File: src/rtl/disp_scan_pkg.sv
package disp_scan_pkg;
   localparam int BCD_W  = 4;
   localparam int SEL_W  = 3;
   localparam int BYTE_W = 1 + SEL_W + BCD_W;
   typedef logic [BCD_W-1:0] bcd_t;
   typedef logic [SEL_W-1:0] sel_t;
endpackage

File: src/rtl/slot_timer.sv
module slot_timer #(
   parameter int DWELL = 8
) (
   input  logic clk,
   input  logic rst,
   output logic tick
);
   localparam int CW = (DWELL > 1) ? $clog2(DWELL) : 1;
   localparam logic [CW-1:0] LAST = CW'(DWELL - 1);

   initial begin
      if (DWELL < 2) $error("slot_timer: DWELL must be at least 2");
   end

   logic [CW-1:0] cnt;

   always_ff @(posedge clk) begin
      if (rst)         cnt <= '0;
      else if (tick)   cnt <= '0;
      else             cnt <= cnt + 1'b1;
   end

   assign tick = (cnt == LAST);
endmodule

File: src/rtl/digit_ring.sv
module digit_ring
   import disp_scan_pkg::*;
#(
   parameter int NUM = 6
) (
   input  logic clk,
   input  logic rst,
   input  logic step,
   output sel_t idx
);
   localparam sel_t TOP = sel_t'(NUM - 1);

   always_ff @(posedge clk) begin
      if (rst)               idx <= '0;
      else if (step) begin
         if (idx == TOP)     idx <= '0;
         else                idx <= idx + 1'b1;
      end
   end
endmodule

File: src/rtl/digit_store.sv
module digit_store
   import disp_scan_pkg::*;
#(
   parameter int NUM = 6
) (
   input  logic clk,
   input  logic rst,
   input  logic wr_en,
   input  sel_t wr_addr,
   input  bcd_t wr_data,
   input  logic commit,
   input  sel_t rd_idx,
   output bcd_t rd_data
);
   bcd_t pend [NUM];
   bcd_t live [NUM];

   for (genvar g = 0; g < NUM; g++) begin : g_cell
      always_ff @(posedge clk) begin
         if (rst) begin
            pend[g] <= '0;
            live[g] <= '0;
         end else begin
            if (commit)
               live[g] <= pend[g];
            if (wr_en && (wr_addr == sel_t'(g)))
               pend[g] <= wr_data;
         end
      end
   end

   always_comb begin
      rd_data = '0;
      for (int i = 0; i < NUM; i++)
         if (rd_idx == sel_t'(i)) rd_data = live[i];
   end
endmodule

File: src/rtl/sel_decoder.sv
module sel_decoder
   import disp_scan_pkg::*;
#(
   parameter int OUT_N = 6
) (
   input  logic             en,
   input  sel_t             code,
   output logic [OUT_N-1:0] y
);
   for (genvar g = 0; g < OUT_N; g++) begin : g_out
      assign y[g] = en && (code == sel_t'(g));
   end
endmodule

File: src/rtl/disp_scan_mux.sv
module disp_scan_mux
   import disp_scan_pkg::*;
#(
   parameter int CLK_HZ     = 125_000_000,
   parameter int NUM_DIGITS = 6
) (
   input  logic                  clk,
   input  logic                  rst,
   input  logic                  sys_en,
   input  logic                  wr_en,
   input  logic [SEL_W-1:0]      wr_addr,
   input  logic [BCD_W-1:0]      wr_data,
   output logic [BCD_W-1:0]      bcd_out,
   output logic [SEL_W-1:0]      sel_code,
   output logic [NUM_DIGITS-1:0] digit_en,
   output logic [BYTE_W-1:0]     ctrl_byte
);
   localparam int DWELL = CLK_HZ / 1000;

   initial begin
      if (NUM_DIGITS < 2 || NUM_DIGITS > (1 << SEL_W))
         $error("disp_scan_mux: NUM_DIGITS out of range for select width");
      if (DWELL < 2)
         $error("disp_scan_mux: CLK_HZ too low for a 1 ms slot");
   end

   logic tick;
   logic en_q;
   sel_t idx;
   bcd_t cur;

   slot_timer #(.DWELL(DWELL)) u_timer (
      .clk (clk),
      .rst (rst),
      .tick(tick)
   );

   digit_ring #(.NUM(NUM_DIGITS)) u_ring (
      .clk (clk),
      .rst (rst),
      .step(tick),
      .idx (idx)
   );

   digit_store #(.NUM(NUM_DIGITS)) u_store (
      .clk    (clk),
      .rst    (rst),
      .wr_en  (wr_en),
      .wr_addr(wr_addr),
      .wr_data(wr_data),
      .commit (tick),
      .rd_idx (idx),
      .rd_data(cur)
   );

   always_ff @(posedge clk) begin
      if (rst) en_q <= 1'b0;
      else     en_q <= sys_en;
   end

   sel_decoder #(.OUT_N(NUM_DIGITS)) u_dec (
      .en  (en_q),
      .code(idx),
      .y   (digit_en)
   );

   assign sel_code  = idx;
   assign bcd_out   = cur;
   assign ctrl_byte = {en_q, idx, cur};
endmodule

File: config.mk
export PLATFORM = sky130hd
export DESIGN_NAME = disp_scan_mux
export DESIGN_NICKNAME = d
export VERILOG_FILES = /design/src/rtl/disp_scan_pkg.sv /design/src/rtl/slot_timer.sv /design/src/rtl/digit_ring.sv /design/src/rtl/digit_store.sv /design/src/rtl/sel_decoder.sv /design/src/rtl/disp_scan_mux.sv
export SDC_FILE = /design/constraint.sdc
export NUM_CORES = 1
export LEC_CHECK = 0
export BUFFER_PORTS_ARGS = -buffer_cell sky130_fd_sc_hd__buf_2
export CAP_MARGIN = 20
export CORE_MARGIN = 2
export CORE_UTILIZATION = 55
export DETAILED_ROUTE_END_ITERATION = 10
export PLACE_DENSITY = 0.77
export SYNTH_ARGS = -nofsm -noshare
export SYNTH_HDL_FRONTEND = slang
export SYNTH_SLANG_ARGS = --single-unit
export TNS_END_PERCENT = 10
File: constraint.sdc
create_clock -name clk -period 5.3 [get_ports clk]
set_clock_uncertainty 0.1 [all_clocks]
set_input_delay 0.53 -clock clk [delete_from_list [all_inputs] [get_ports clk]]
set_output_delay 0.53 -clock clk [all_outputs]
set_load 0.05 [all_outputs]
# Word level (Yosys, flattened, before mapping)
# Memories as Yosys holds them, arrays and structs flattened.
# Cells that the tools add are included.
# classes
bitwise,12
n_mux,42
reduce_logical,15
add_sub_neg,2
eq_ne,11
# ops
op,n
4-bit 2-to-1 mux,18
1-bit 2-to-1 mux,23
"17-bit by 1-bit adder with 17-bit output, second input constant",1
"17-bit == test, second input constant",1
"3-bit by 2-bit == test with 1-bit output, second input constant",4
"3-bit == test, second input constant",4
1-bit logical AND,12
1-bit OR,12
"3-bit by 1-bit == test with 1-bit output, second input constant",2
3-bit logical NOT,2
"3-bit by 1-bit adder with 3-bit output, second input constant",1
3-bit 2-to-1 mux,1
2-bit OR reduction,1
# word_totals
memories,2
output_inout_bits,21
ram_bits,48
reg_bits,21
in_bits,11
elab_cells,87
# memory_table
name,depth,word_bits,read_ports,rd_clocked_by_memory_dff,wr,line_no,rtl
u_store.live,6,4,6,0,6,digit_store.sv:16,bcd_t live [NUM];
u_store.pend,6,4,6,0,6,digit_store.sv:15,bcd_t pend [NUM];

# Longest topological paths before layout
# Gate-level depths: netlist (run 1).
# logic_depth
depth_word,7
ltp_mapped,8
mapped_depth_nobuf,5

# Hierarchy
# From an unflattened synthesis (run 1), not the netlist that was laid out.
# unflattened
hier_cells,261
area_unflattened_um2,3203.1
# by_module_without_submodules
mod,instances,cells_per_inst,area_each_um2,seq_area_each_um2
digit_store,1,144,2110.8,1441.4
slot_timer,1,90,800.8,340.3
digit_ring,1,11,122.6,60.1
disp_scan_mux,1,10,93.8,20.0
sel_decoder,1,6,75.1,0.0

# Least setup slack after synthesis (run 1)
# Ideal clock, no wire load.
# synth_path
kind,flip-flop to output port
startpoint,reg u_ring.idx[1]
endpoint,out ctrl_byte[0]
path_slack_ps,1184
arrival_ps,3486
path_buffers,4
stages_incl_launch_ff,9
t_required_ps,4670
path_cell_list,dfxtp_1 -> clkbuf_1 -> clkbuf_1 -> and2_1 -> ha_1 -> clkbuf_1 -> a221oi_1 -> o31ai_1 -> buf_4
# synth_between
elab_chain_len,7
elab_cells_between_ends,12
classes_between,eq/ne: 5; mux: 6; reduce/logical: 1
# synth_rtl
item,line_no,rtl
"start, declared",digit_ring.sv:9,output sel_t idx
"start signal, assigned",digit_ring.sv:17,else idx <= idx + 1'b1;
3-bit logical NOT,digit_store.sv:35,if (rd_idx == sel_t'(i)) rd_data = live[i];
4-bit 2-to-1 mux (5 in a row),digit_store.sv:35,
4-bit 2-to-1 mux *,digit_store.sv:35,
"end, declared",disp_scan_mux.sv:16,output logic [BYTE_W-1:0] ctrl_byte
# Every way passes the cells marked *; elsewhere a longest branch is shown, timed or not.

# Worst setup path in the final report (run 1)
# layout_path
startpoint,reg u_ring.idx[0]
endpoint,out bcd_out[3]
# layout_between
elab_chain_len,7
elab_cells_between_ends,12
classes_between,eq/ne: 5; mux: 6; reduce/logical: 1
# layout_rtl
item,line_no,rtl
3-bit logical NOT,digit_store.sv:35,
4-bit 2-to-1 mux (5 in a row),digit_store.sv:35,
4-bit 2-to-1 mux *,digit_store.sv:35,
"end, declared",disp_scan_mux.sv:13,"output logic [BCD_W-1:0] bcd_out,"
# Marks and branches as above.

==> results of run 1 <==
==> per-layer routing <==
layer | vias up | track usage | part of all wire
met3 | 9 | 0.0551 | 0.056
met1 | 941 | 0.274 | 0.48
met2 | 55 | 0.270 | 0.44
met4 | 0 | 0.105 | 0.020
li1 | 1036 | - | -
met5 | - | 0 | 0
==> cell usage after synthesis (all sizes together) (3+ instances only) <==
library cell,instances
a21oi,4
a221oi,4
a31o,4
a31oi,4
and2,50
and3,5
buf,12
clkbuf,7
dfxtp,21
edfxtp,48
inv,7
mux2,4
mux2i,4
nand2,7
nand3,6
nand4,6
nor2,24
nor2b,7
nor3,11
nor4,5
o21ai,3
o31ai,5
xnor2,9
xor2,5
==> registers in the layout (all words and copies together), names as in the netlist <==
signal,cells
u_store.live,24
u_store.pend,24
u_timer.cnt,17
u_ring.idx,3
en_q,1
==> layout make-up <==
| type | instances | area share |
|---|---|---|
| Timing Repair Buffer | 31 | 0.0440 |
| Clock inverter | 5 | 0.0145 |
| Multi-Input combinational cell | 183 | 0.342 |
| Clock buffer | 11 | 0.0372 |
| Tap cell | 72 | 0.0255 |
| Inverter | 8 | 0.00851 |
| Sequential cell | 69 | 0.528 |
==> worst paths after layout <==
path | slack (ps) | start | to | cells past startpoint
hold / removal | 320 | sys_en | en_q | 2
setup reg to reg | 2650 | u_timer.cnt[12] | u_store.live[2][6] | 3
setup / recovery | 2140 | u_ring.idx[0] | bcd_out[3] | 5
hold reg to reg | 350 | u_timer.cnt[0] | u_timer.cnt[0] | 1
==> critical path, delay by kind of cell (launching register included) <==
family / cells / cell delay [ps]
AND/OR/NAND/NOR: 1 / 330
flip-flops: 1 / 610
buffers and inverters: 2 / 730
AO/OA/AOI/OAI: 2 / 520
==> logic make-up after synthesis <==
family,Yosys count,share of synthesized area
AO/OA/AOI/OAI,28,0.0651
XOR/XNOR,14,0.0380
adder cells (fa/ha/maj),2,0.00775
buffers and inverters,27,0.0489
flip-flops,69,0.577
multiplexers,8,0.0264
AND/OR/NAND/NOR,131,0.237
==> metrics by stage <==
stage               area, µm²  hold WS [ps]  setup slack (ps)
floorplan                3230           318              1180
CTS                      3530           299              2170
global route             3530           313              1950
global placement         3340           333              2670
detailed placement       3340           340              2570
finish                   3530           315              2140
==> power by group through the flow <==
stage	clock [mW]	sequential, mW	combinational [mW]
after detailed placement	0	0.619	0.0574
after floorplan	0	0.615	0.0435
after global placement	0	0.619	0.0566
final	0.397	0.607	0.0573
after CTS	0.408	0.607	0.0575
after global routing	0.422	0.610	0.0622
==> summary.md, run 1 <==
| Metric | Value |
|---|---|
| Worst-margin pin slew | 1020 ps |
| Seq. cell area | 1860 µm² |
| Startpoint Class | register |
| Clock power share | 0.374 |
| Lkg Pwr | 1.29 nW |
| Final hold vios | 0 |
| Initial antenna violation count | 0 |
| Yosys warning count | 0 |
| IO buf count | 31 |
| Syn nets | 292 |
| Worst VDD drop | 0.204 mV |
| Clk_lat worst skew | 340 ps |
| DIE WIDTH | 80.6 µm |
| Comb power frac | 0.054 |
| Final design utilization | 0.633 |
| Wire per inst | 14.6 µm |
| Fin nets | 315 |
| Clock transition at path regs | 70 ps |
| Internal power | 830 µW |
| Cells after Synth | 279 |
| Global-route usage over all layers | 0.194 |
| Die H | 80.6 µm |
| Commonest non-fill, non-tap cells in the layout | edfxtp_1 (48), and2_1 (33), buf_2 (31) |
| Pwr per Cell Area | 301 nW/µm² |
| Placed Cells | 363 |
| Die area | 6500 µm² |
| Crit path max-delay cell type | dfxtp_1 |
| First-pass GRT wire length | 9.09 mm |
| Avg Vias per Cell | 5.39 |
| Share of the synthesized area in the top cell type | 0.447 |
| Cts hold-fix bufs | 0 |
| Sequential power share | 0.572 |
| Initial drt markers | 164 |
| NetSw | 231 µW |
| CP Max Fanout | 13 |
| Design Power | 1.06 mW |
| Routed Antenna Nets | 0 |
| EDFF count, synth | 48 |
| IO Count | 32 |
| Switching share of power | 0.218 |
| Final setup viols | 0 |
| Max_cap viols | 0 |
| Largest net degree at the start of global routing | 41 |
| Worst-path cell chain | clkinv_1 > nor2_1 > a221oi_1 > o31ai_1 > buf_2 |
| Fillers | 450 |
| Largest cells by area after synthesis | edfxtp_1 (45%), dfxtp_1 (13%), and2_1 (6.4%), and2_2 (4.0%), nor2_1 (2.8%) |
| H-tree depth | 3 |
| Async S/R FF share, synth | 0 |
| Share of layout cells above drive strength 1 | 0.238 |
| Sequential area share after synthesis | 0.577 |
| Via count | 2041 |
| Sink Count | 69 |
| Gp weighted congestion | 0.846 |
| Max-slew headroom | 0.319 |
| Synth cell types | 40 |
| Status | finished, final reports clean |
| Drt first pass iters | 4 |
| Largest stage delay, worst path | 610 ps |
| Vias in the first global route | 1862 |
| Area leader, netlist | edfxtp_1 |
| Crit. End Element | output port |
| Cell Area, Synth | 3230 µm² |
| Slew Limit Fails | 0 |
| Drc violations | 0 |
| Total CTS buffers | 9 |
| Wirelength, routed | 5.53 mm |
| Most common cell after layout, fill and taps aside | edfxtp_1 |
| Mean post-synth cell area | 11.6 µm² |
| CTS resizes | 0 |
| RSZ-0062 raised after global routing | false |
| Deepest clock path buffer count | 2 |
| Hold Path Class | in -> reg |
| Top FF cell, synth | edfxtp_1 |
| Starting density of the core | 0.579 |
| CP Class | reg -> out |
| Final min period | 3160 ps |
| P&R area growth vs syn | 9.31% |
| CTS tree | done |
| Footprint of the multi-input gates | 1210 µm² |
| Core Area | 5570 µm² |
| Critical Path RT | 4670 ps |
| Tcrit/Tclk final | 0.596 |
| CTS Root Cell | clkbuf_8 |
| Rows | 27 |
| Post-CTS setup repair buffer count | 0 |
| CP arrival | 2530 ps |
| FMAX | 317 MHz |
| Non-Filler Instances | 379 |
| N_diodes | 0 |
| Post-DP HPWL | 3.84 mm |
| GRT Residual Overflow | 0 |
| Final setup TNS | 0 ps |
| Yosys reg bits | 69 |
(Power assumes the default switching activity.)
==> inputs of run 2 (changes only) <==
Clock period 5.3 ns to 3 ns, I/O delays scaled along.
==> summary.md, run 2 (synthesis results as in run 1) <==
| Metric | Value |
|---|---|
| Hold_ws | 97.6 ps (-218 ps) |
| Initial drt markers | 187 (+14%) |
| Core Area | 5570 µm² (unchanged) |
| First-pass GRT wire length | 9.14 mm (+0.61%) |
| N_diodes | 0 (unchanged) |
| P&R area growth vs syn | 10.9% |
| Commonest non-fill, non-tap cells in the layout | edfxtp_1 (48), and2_1 (33), buf_2 (31) |
| Fin nets | 317 (+0.63%) |
| Drt first pass iters | 4 (unchanged) |
| Hold_sp | sys_en |
| Share of layout cells above drive strength 1 | 0.259 (+0.0211) |
| Fillers | 445 (-1.1%) |
| Footprint of the multi-input gates | 1260 µm² (+4.6%) |
| Total CTS buffers | 9 (unchanged) |
| NetSw | 410 µW (+77%) |
| IO Count | 32 (unchanged) |
| Initial antenna violation count | 0 (unchanged) |
| CTS Root Cell | clkbuf_8 |
| IO buf count | 31 (unchanged) |
| Internal power | 1.39 mW (+67%) |
| Tcrit/Tclk final | 0.904 |
| Sink Count | 69 (unchanged) |
| Sequential power share | 0.597 (+0.025) |
| Clk_lat worst skew | 330 ps (about the same) |
| CP arrival | 2310 ps (-220 ps) |
| Starting density of the core | 0.579 (unchanged) |
| Post-CTS setup repair buffer count | 0 (unchanged) |
| Global-route usage over all layers | 0.192 (-0.00267) |
| Vias in the first global route | 1919 (+3.1%) |
| Biggest regs | u_store.live (24), u_store.pend (24), u_timer.cnt (17) |
| Post-DP HPWL | 3.96 mm (+3.2%) |
| Startpoint Class | register |
| Max_cap viols | 0 (unchanged) |
| FF-to-FF Start | u_timer.cnt[6] |
| CP Class | reg -> out |
| Pwr per Cell Area | 502 nW/µm² (+67%) |
| FMAX | 369 MHz |
| Drc violations | 0 (unchanged) |
| DIE WIDTH | 80.6 µm (unchanged) |
| Largest net degree at the start of global routing | 37 (-9.8%) |
| Comb power frac | 0.059 (+0.005) |
| H-tree depth | 3 (unchanged) |
| CP Max Fanout | 13 (unchanged) |
| Worst VDD drop | 0.256 mV (+25%) |
| Switching share of power | 0.228 (+0.00996) |
| Rows | 27 (unchanged) |
| Clock transition at path regs | 70 ps (about the same) |
| Crit. End Element | output port |
| Die area | 6500 µm² (unchanged) |
| Wirelength, routed | 5.55 mm (+0.43%) |
| Lkg Pwr | 1.30 nW (+1.4%) |
| Final hold vios | 0 (unchanged) |
| Slew Limit Fails | 0 (unchanged) |
| GRT Residual Overflow | 0 (unchanged) |
| Routed Antenna Nets | 0 (unchanged) |
| Via count | 2055 (+0.69%) |
| Wire per inst | 14.6 µm (about the same) |
| Die H | 80.6 µm (unchanged) |
| Final setup TNS | 0 ps (unchanged) |
| Cts hold-fix bufs | 0 (unchanged) |
| CP startpoint | u_ring.idx[0] |
| Clock power share | 0.345 (-0.029) |
| Most common cell after layout, fill and taps aside | edfxtp_1 |
| Seq. cell area | 1860 µm² (about the same) |
| Max-slew headroom | 0.579 (+0.260) |
| Critical Path RT | 2600 ps (-2070 ps) |
| Worst-margin pin slew | 629 ps (-390 ps) |
| Final min period | 2710 ps |
| RSZ-0062 raised after global routing | false |
| Hold Path Class | in -> reg |
| CTS resizes | 0 (unchanged) |
| Gp weighted congestion | 0.831 (-1.9%) |
| Avg Vias per Cell | 5.39 (+0.16%) |
| Final setup viols | 0 (unchanged) |
| Deepest clock path buffer count | 2 (unchanged) |
| CTS tree | done |
| Status | finished, final reports clean |
## run 2: worst max-delay path, cell delays in order (launching register included)
cell and delay [ps]:
dfxtp_1 650, clkinvlp_4 340, nor2_1 300, a221oi_1 190
o31ai_4 200, buf_2 300
## run 2: metrics by stage
stage                     power [mW]  setup slack [ps]  cell area (µm²)  utilization  instances
after global placement          1.20               649             3420        0.613        365
after floorplan                 1.17              48.7             3280            -        279
after CTS                       1.80               248             3580        0.642        381
after global routing            1.86              36.0             3580        0.642        381
after detailed placement        1.20               589             3420        0.613        365
final                           1.80               289             3580        0.642        381
## run 2: per-layer routing
layer	GRT usage	routed length, µm
met1	0.269	2720
met2	0.288	2440
met3	0.0270	279
met4	0.103	105
met5	0	0
## run 2: layout make-up
type / instances / area share
flip-flops and latches: 69 / 0.520
multi-input cells: 183 / 0.353
repair buffers: 33 / 0.0475
clock buffers: 12 / 0.0377
well taps: 72 / 0.0252
inverters: 8 / 0.00944
clock inverters: 4 / 0.00699
## run 2: path summary, 6_finish.rpt
kind / slack, ps / depth (start not counted) / end
setup / recovery: 290 / 5 / ctrl_byte[3]
hold / removal: 100 / 2 / en_q
setup reg to reg: 560 / 4 / u_store.live[0][6]
hold reg to reg: 350 / 1 / u_timer.cnt[0]
## run 2: power groups by stage
stage          clock [mW]  combinational, mW  sequential (mW)
6_report            0.620              0.105             1.07
5_1_grt             0.668              0.115             1.08
4_1_cts             0.626              0.106             1.07
3_5_place_dp            0              0.105             1.09
3_3_place_gp            0              0.104             1.09
2_1_floorplan           0             0.0803             1.09
==> inputs of run 3 (changes only) <==
Settings changed: REMOVE_ABC_BUFFERS set to 1.
==> summary.md, run 3 (synthesis results as in run 1) <==
| Metric | Value |
|---|---|
| Core Area | 5570 µm² (unchanged) |
| Routed Antenna Nets | 0 (unchanged) |
| IO buf count | 31 (unchanged) |
| CP Max Fanout | 13 (unchanged) |
| Worst VDD drop | 0.339 mV (+33%) |
| Max-slew headroom | 0.589 (+0.00953) |
| Final hold vios | 0 (unchanged) |
| Final min period | 2670 ps (-38.5 ps) |
| Clock transition at path regs | 70 ps (about the same) |
| Post-DP HPWL | 4.10 mm (+3.5%) |
| Worst-margin pin slew | 615 ps (-14.2 ps) |
| Crit path max-delay cell type | dfxtp_1 |
| H-tree depth | 3 (unchanged) |
| Worst-path cell chain | inv_1 > ha_1 > nor2b_1 > o31ai_1 > buf_2 |
| Hold Path Class | in -> reg |
| Deepest clock path buffer count | 2 (unchanged) |
| Largest stage delay, worst path | 570 ps (-80 ps) |
| Placed Cells | 365 (unchanged) |
| Drt first pass iters | 4 (unchanged) |
| CP startpoint | u_ring.idx[2] |
| CP arrival | 2270 ps (-40 ps) |
| Fin nets | 317 (unchanged) |
| Post-place setup slack | 464 ps (-124 ps) |
| RR Endpoint | u_store.live[2][6] |
| Post-CTS setup repair buffer count | 0 (unchanged) |
| Initial antenna violation count | 0 (unchanged) |
| FF-to-FF Start | u_timer.cnt[6] |
| Hold_ws | 92.9 ps (-4.71 ps) |
| Vias in the first global route | 1985 (+3.4%) |
| Critical Path RT | 2600 ps (about the same) |
| Share of layout cells above drive strength 1 | 0.256 (-0.00324) |
| First-pass GRT wire length | 9.37 mm (+2.5%) |
| Setup crit end | bcd_out[3] |
| Die H | 80.6 µm (unchanged) |
| Pwr per Cell Area | 535 nW/µm² (+6.6%) |
| P&R area growth vs syn | 10.2% |
| Die area | 6500 µm² (unchanged) |
| Startpoint Class | register |
| FMAX | 374 MHz (+1.4%) |
| Total CTS buffers | 9 (unchanged) |
| IO Count | 32 (unchanged) |
| Wirelength, routed | 5.82 mm (+4.8%) |
| Avg Vias per Cell | 5.49 (+1.8%) |
| Fillers | 435 (-2.2%) |
| GRT Residual Overflow | 0 (unchanged) |
| Hold depth | 2 (unchanged) |
| DIE WIDTH | 80.6 µm (unchanged) |
| Gp weighted congestion | 0.852 (+2.6%) |
| Reg2reg setup slack | 630 ps (+70 ps) |
| Clk_lat worst skew | 330 ps (about the same) |
| Final setup viols | 0 (unchanged) |
| Tcrit/Tclk final | 0.891 (-0.0128) |
| Starting density of the core | 0.579 (unchanged) |
| Slew Limit Fails | 0 (unchanged) |
| Non-Filler Instances | 381 (unchanged) |
| RSZ-0062 raised after global routing | false |
| CTS tree | done |
| CP Class | reg -> out |
| Biggest regs | u_store.live (24), u_store.pend (24), u_timer.cnt (17) |
| Commonest non-fill, non-tap cells in the layout | edfxtp_1 (48), and2_1 (33), buf_2 (31) |
| Status | finished, final reports clean |
| N_diodes | 0 (unchanged) |
| Drc violations | 0 (unchanged) |
| Lkg Pwr | 1.30 nW (-0.43%) |
| Crit. End Element | output port |
| Initial drt markers | 223 (+19%) |
| Rows | 27 (unchanged) |
| Reg2Reg Depth | 4 (unchanged) |
| Largest net degree at the start of global routing | 41 (+11%) |
| Most common cell after layout, fill and taps aside | edfxtp_1 |
| CTS Root Cell | clkbuf_8 |
| Via count | 2091 (+1.8%) |
| Wire per inst | 15.3 µm (+4.8%) |
| Final worst slack | 327 ps (+38.5 ps) |
| Sink Count | 69 (unchanged) |
| Global-route usage over all layers | 0.198 (+0.00581) |
| Max_cap viols | 0 (unchanged) |
[run 3: cell count changes in the layout (fill, tap and decap cells not counted), sizes merged]
cell | before | now
bufinv | 0 | 1
clkinvlp | 2 | 3
clkbuf | 12 | 10
[run 3: how the worst min path moves through the flow]
| stage | start | endpoint |
|---|---|---|
| final | sys_en | en_q |
| after global routing | sys_en | en_q |
| after CTS | sys_en | en_q |
| after detailed placement | u_timer.cnt[0] | u_timer.cnt[0] |
| after global placement | u_timer.cnt[0] | u_timer.cnt[0] |
| after floorplan | rst | u_ring.idx[0] |
[run 3: repair_timing]
action                     in CTS  in global routing
setup endpoints to repair       0                  8
resized for setup               0                  2
hold buffers                    0                  0
[run 3: power breakdown]
group	switching, mW	internal [mW]
combinational	0.0725	0.0297
sequential	0.0155	1.06
clock	0.346	0.383
[run 3: metal layers]
metal | GRT usage | vias to the layer above | part of all wire | routed length, µm
met5 | 0 | - | 0 | 0
met2 | 0.333 | 78 | 0.50 | 2940
met3 | 0.0461 | 8 | 0.063 | 366
met4 | 0.100 | 0 | 0.020 | 114
li1 | - | 1032 | - | -
met1 | 0.236 | 973 | 0.41 | 2400
[run 3: area by class of cell]
class / instances / area [µm²] / share of cell area
timing repair buffer: 33 / 170 / 0.0479
clock inverter: 6 / 63.8 / 0.0179
clock buffer: 10 / 128 / 0.0359
multi-input combinational: 183 / 1210 / 0.340
tap: 72 / 90.1 / 0.0253
sequential: 69 / 1860 / 0.524
inverter: 8 / 33.8 / 0.00950
[run 3: metrics by stage]
stage	cell area (µm²)	total power [mW]	TNS [ps]	utilization
after floorplan	3100	1.16	-13680	-
after global placement	3360	1.19	0	0.603
after detailed placement	3360	1.20	0	0.603
after CTS	3550	1.91	0	0.637
after global routing	3560	1.96	0	0.638
final	3560	1.90	0	0.638
[run 3: critical path, delay by kind of cell (launching register included)]
family | cells | cell delay (ps)
AO/OA/AOI/OAI | 1 | 320
buffers and inverters | 2 | 460
AND/OR/NAND/NOR | 1 | 210
flip-flops | 1 | 570
adder cells (fa/ha/maj) | 1 | 370
